## src/rtl/deadband_pkg.sv

```systemverilog
package deadband_pkg;
  // Config word layout of one channel pair
  localparam int unsigned CFG_W   = 16;
  localparam int unsigned IVL_LSB = 8;
  localparam int unsigned IVL_W   = 8;
  localparam int unsigned EN_POS  = 0;

  // Leg identifiers for the output stage
  typedef enum logic [0:0] {
    LEG_HI = 1'b0,
    LEG_LO = 1'b1
  } leg_e;

  function automatic logic [IVL_W-1:0] cfg_ivl(input logic [CFG_W-1:0] cfg);
    return cfg[IVL_LSB +: IVL_W];
  endfunction

  function automatic logic cfg_en(input logic [CFG_W-1:0] cfg);
    return cfg[EN_POS];
  endfunction
endpackage

```

## src/rtl/deadband_edge_det.sv

```systemverilog
module deadband_edge_det (
  input  logic clk,
  input  logic rst_n,
  input  logic sig_i,
  output logic edge_o
);
  logic prev_q;
  logic prev_d;
  logic prev_ce;

  always_comb begin
    prev_ce = (sig_i != prev_q);
    prev_d  = sig_i;
    edge_o  = prev_ce;
  end

  always_ff @(posedge clk or negedge rst_n) begin
    if (!rst_n) begin
      prev_q <= 1'b0;
    end else if (prev_ce) begin
      prev_q <= prev_d;
    end
  end
endmodule

```

## src/rtl/deadband_band_cnt.sv

```systemverilog
module deadband_band_cnt #(
  parameter int unsigned IVL_W = 8
) (
  input  logic             clk,
  input  logic             rst_n,
  input  logic             en_i,
  input  logic             edge_i,
  input  logic [IVL_W-1:0] ivl_i,
  output logic [IVL_W-1:0] cnt_q_o,
  output logic             band_o
);
  localparam logic [IVL_W-1:0] CNT_ZERO = '0;
  localparam logic [IVL_W-1:0] CNT_ONE  = {{(IVL_W-1){1'b0}}, 1'b1};

  logic [IVL_W-1:0] cnt_q;
  logic [IVL_W-1:0] cnt_d;
  logic             cnt_ce;
  logic             busy;

  always_comb begin
    busy   = (cnt_q != CNT_ZERO);
    cnt_d  = cnt_q;
    cnt_ce = 1'b0;
    if (!en_i) begin
      cnt_d  = CNT_ZERO;
      cnt_ce = busy;
    end else if (edge_i) begin
      cnt_d  = ivl_i;
      cnt_ce = 1'b1;
    end else if (busy) begin
      cnt_d  = cnt_q - CNT_ONE;
      cnt_ce = 1'b1;
    end
    band_o = en_i && (cnt_d != CNT_ZERO);
  end

  always_ff @(posedge clk or negedge rst_n) begin
    if (!rst_n) begin
      cnt_q <= CNT_ZERO;
    end else if (cnt_ce) begin
      cnt_q <= cnt_d;
    end
  end

  assign cnt_q_o = cnt_q;
endmodule

```

## src/rtl/deadband_out_stage.sv

```systemverilog
module deadband_out_stage
  import deadband_pkg::*;
#(
  parameter int unsigned N_LEGS = 2
) (
  input  logic              en_i,
  input  logic              sig_i,
  input  logic              band_i,
  output logic [N_LEGS-1:0] leg_o
);
  for (genvar g = 0; g < N_LEGS; g++) begin : g_leg
    localparam leg_e KIND = (g == 0) ? LEG_HI : LEG_LO;
    logic level;
    always_comb begin
      level = (KIND == LEG_LO) ? ~sig_i : sig_i;
      if (en_i) begin
        leg_o[g] = level & ~band_i;
      end else begin
        leg_o[g] = level;
      end
    end
  end
endmodule

```

## src/rtl/deadband_pair.sv

```systemverilog
module deadband_pair
  import deadband_pkg::*;
#(
  parameter int unsigned CW = CFG_W,
  parameter int unsigned DW = IVL_W
) (
  input  logic          clk,
  input  logic          rst_n,
  input  logic          pwm_i,
  input  logic [CW-1:0] dz_cfg_i,
  output logic          out_hi_o,
  output logic          out_lo_o
);
  localparam int unsigned N_LEGS = 2;

  logic              ins_en;
  logic [DW-1:0]     ivl;
  logic              edge_seen;
  logic              band;
  logic [DW-1:0]     cnt_q;
  logic [N_LEGS-1:0] legs;

  always_comb begin
    ins_en = dz_cfg_i[EN_POS];
    ivl    = dz_cfg_i[IVL_LSB +: DW];
  end

  deadband_edge_det u_edge (
    .clk    (clk),
    .rst_n  (rst_n),
    .sig_i  (pwm_i),
    .edge_o (edge_seen)
  );

  deadband_band_cnt #(.IVL_W(DW)) u_cnt (
    .clk     (clk),
    .rst_n   (rst_n),
    .en_i    (ins_en),
    .edge_i  (edge_seen),
    .ivl_i   (ivl),
    .cnt_q_o (cnt_q),
    .band_o  (band)
  );

  deadband_out_stage #(.N_LEGS(N_LEGS)) u_out (
    .en_i   (ins_en),
    .sig_i  (pwm_i),
    .band_i (band),
    .leg_o  (legs)
  );

  assign out_hi_o = legs[0];
  assign out_lo_o = legs[1];
endmodule

```

## config.mk

```make
export PLATFORM = sky130hd
export DESIGN_NAME = deadband_pair
export DESIGN_NICKNAME = d
export VERILOG_FILES = /design/src/rtl/deadband_pkg.sv /design/src/rtl/deadband_edge_det.sv /design/src/rtl/deadband_band_cnt.sv /design/src/rtl/deadband_out_stage.sv /design/src/rtl/deadband_pair.sv
export SDC_FILE = /design/constraint.sdc
export NUM_CORES = 1
export LEC_CHECK = 0
export BUFFER_PORTS_ARGS = -buffer_cell sky130_fd_sc_hd__buf_2
export CAP_MARGIN = 20
export CORE_MARGIN = 10
export CORE_UTILIZATION = 49
export DETAILED_ROUTE_END_ITERATION = 10
export MAX_ROUTING_LAYER = met4
export PLACE_DENSITY = 0.77
export SYNTH_ARGS = -nofsm -noshare
export SYNTH_HDL_FRONTEND = slang
export SYNTH_HIERARCHICAL = 1
export SYNTH_SLANG_ARGS = --single-unit
```

## constraint.sdc

```tcl
create_clock -name clk -period 2.7 [get_ports clk]
set_input_delay 0.135 -clock clk [delete_from_list [all_inputs] [get_ports clk]]
set_output_delay 0.135 -clock clk [all_outputs]
set_load 0.005 [all_outputs]
```

==> results.toml <==
[worst_hold_path]
hp-class = "in2reg"
holdPathEnd = "u_edge/prev_q$_DFFE_PN0P_"
hold_start = "pwm_i"
whs_path_depth = 1

[timing]
worst_slew_pin_slew_ns = 0.550
final_max_slew_viol_count = 0
finalSetupViolations = 0
period_share_pct = 95.0
hold_viol = 0
max-slew-margin-rel_pct = 63.2
finClkSkew_ns = 0.00804
worst_slack_ns = 0.134
fmax_mhz = 390
holdWs_ns = 0.0338
timing.final.crit_period_ns = 2.57

[clock_network]
clk_latency_ns = 0.26
cts_tree = "yes"
clockRootBuffer = "clkbuf_4"
numCtsBuffers = 3
clock_path_buffers = 2
htreeDepth = 1
clk_pin_slew_ns = 0.07
clock-sinks = 9
postCtsSetupRepairBufs = 0

[synthesis]
synth_edf_count = 0
syn_area_per_cell_sq_um = 8.52
synth_seq_area_share_pct = 33.0
syn-num-nets = 101
ys.flop_type = "dfrtp_1"
synth_cells = 80
syn-cell-area_sq_um = 682
async_flop_share_pct = 100
synth_cell_types = 33
synth_seq_cells = 9
yosysWarnings = 6

[worst_setup_path]
path_class = "reg2out"
worstRegToRegCells = 8
crit_required_ns = 2.57
cpMaxStageDelayCell = "or3b_2"
rr_startpoint = "u_cnt/cnt_q_o[0]$_DFFE_PN0P_"
rrSetupSlack_ns = 0.66
r2r-end = "u_cnt/cnt_q_o[2]$_DFFE_PN0P_"
worstPathCellList = "inv_1 > ha_1 > or3b_2 > nor2_2 > o21ai_0 > o211ai_1 > nand3_1 > a21oi_1 > buf_2"
crit_path_end_kind = "output port"
crit_path_start_kind = "flop"
cp_slowest_stage_delay_ns = 0.50
cp_data_arrival_time_ns = 2.43
cp_max_fo = 9

[floorplanning]
die_w_um = 57.3
initial_core_util_pct = 52.4
io_pins = 21
die_area_sq_um = 3280
row_count = 13
die_h_um = 57.3
coreArea_sq_um = 1300

[global_route]
grt_pass1_vias = 708
grt_start_max_net_pins = 15
antenna_found_initial = 0
grt_overflow = 0
grt_pass1_wl_um = 2890
grt.total_usage_pct = 10.6

[flow_run]
drv_cap = 0

[final_layout]
finish.utilization_pct = 61.8
final_area_sq_um = 805
drive_above_1_share_pct = 26.6
area_delta_synth_final_pct = 18.0
n_antenna_cell = 0
fin_nets = 116

[detailed_routing]
viasPerCell = 6.17
firstDrtPassIters = 4
final_antenna_net_count = 0
wl_met2_um = 926
wirelength_um = 1710
wire_per_inst_um = 15.6
remaining_drc_errors = 0
dr_total_vias = 673
top_layer_used = "met4"
met3WireLength_um = 57
wl_met1_um = 706
first_iter_violations = 10

[pwr]
peakVddDrop_mv = 0.302
power_density_nw_per_um2 = 646
leakage_nw = 0.355

[placed_design]
port_buffers = 13
hpwl_um = 1290
dp_slack_ns = 0.393
placement.cell_area_sq_um = 757
gp_congestion = 0.864

[run_status]
status = "finished, final reports clean"
## power by group
part | switching [mW] | total (mW) | internal (mW) | leakage [nW]
Sequential | 0.0293 | 0.184 | 0.155 | 0.115
Combinational | 0.124 | 0.232 | 0.108 | 0.222
Clock | 0.0492 | 0.104 | 0.0546 | 0.0177
Total | 0.203 | 0.520 | 0.317 | 0.355
## repair_timing
action | CTS | global route
endpoints found under the hold margin | 9 | 0
setup endpoints to repair | 0 | 2
hold buffers | 1 | 0
resized for setup | 0 | 4
## through the flow
stage                     total power [mW]  setup TNS (ns)  instances
after floorplan                      0.345               0         80
after global placement               0.393               0        104
after detailed placement             0.401               0        104
after CTS                            0.508               0        109
after global routing                 0.558         -0.0148        109
final                                0.520               0        109
## worst max-delay path: cells and delay by family, from the launching register on
family	cells	cell delay, ns
flip-flops	1	0.46
adder cells (fa/ha/maj)	1	0.19
AO/OA/AOI/OAI	3	0.40
buffers and inverters	2	0.24
AND/OR/NAND/NOR	3	0.89
## worst max path at each step
| stage | startpoint | to | slack, ns | cells past startpoint |
|---|---|---|---|---|
| 2_1_floorplan | u_cnt/cnt_q_o[0]$_DFFE_PN0P_ | out_lo_o | 0.52 | 9 |
| 3_3_place_gp | u_cnt/cnt_q_o[2]$_DFFE_PN0P_ | out_lo_o | 0.41 | 7 |
| 3_5_place_dp | u_cnt/cnt_q_o[2]$_DFFE_PN0P_ | out_lo_o | 0.39 | 7 |
| 4_1_cts | u_cnt/cnt_q_o[2]$_DFFE_PN0P_ | out_lo_o | 0.10 | 7 |
| 5_1_grt | u_cnt/cnt_q_o[0]$_DFFE_PN0P_ | out_lo_o | -0.01 | 9 |
| 6_report | u_cnt/cnt_q_o[0]$_DFFE_PN0P_ | out_lo_o | 0.13 | 9 |
## cell usage after synthesis, types with 2 or more instances
cell	count	area share, %
nor4_1	3	2.8
clkbuf_1	5	2.8
nor3b_1	2	2.2
xnor2_1	2	2.6
nand2_1	5	2.8
inv_1	3	1.7
nand2b_1	3	2.8
ha_1	2	3.7
or4_1	2	2.2
o311a_1	3	4.4
nor3_1	2	1.5
and2_1	4	3.7
o31ai_1	3	3.3
dfrtp_1	9	33
o21a_1	5	5.5
nand3_1	2	1.5
a21oi_1	4	2.9
nor2_1	4	2.2
o21ai_0	3	2.2
## cells by family (layout without fill, tap and decap cells)
kind of cell / Yosys count / after routing / share of synthesized area (%)
adder cells (fa/ha/maj): 2 / 2 / 3.67
AO/OA/AOI/OAI: 26 / 26 / 28.3
flip-flops: 9 / 9 / 33.0
XOR/XNOR: 3 / 3 / 3.85
AND/OR/NAND/NOR: 31 / 31 / 26.1
buffers and inverters: 9 / 23 / 5.14
## cells in the final DEF (no fill, tap or decap), drive strengths merged, types with 3 or more instances in the layout
cell type and count:
nand2b 3, dfrtp 9, clkbuf 3, nor3 3, nand2 5, o31ai 3, inv 3, buf 15
nor4 3, and2 4, nor2 4, a21oi 4, o311a 3, o21a 5, o21ai 3
## per-layer routing
layer  global-route usage, %  vias up
met3                    2.88        2
met4                    2.01        0
met5                       -        -
met1                    11.1      335
li1                        -      323
met2                    19.5       13
## flip-flops by register name (all words and copies together) (netlist names)
signal and flops:
u_cnt/cnt_q_o 8, u_edge/prev_q 1
## layout make-up
class                   instances  area [sq um]
clock buffers                   3          22.5
clock inverters                 1          5.00
fillers                       121           497
inverters                       3          11.3
multi-input cells              62           432
flip-flops and latches          9           225
well taps                      15          18.8
repair buffers                 16          90.1
Note: power is estimated with default switching activity, not from simulation.
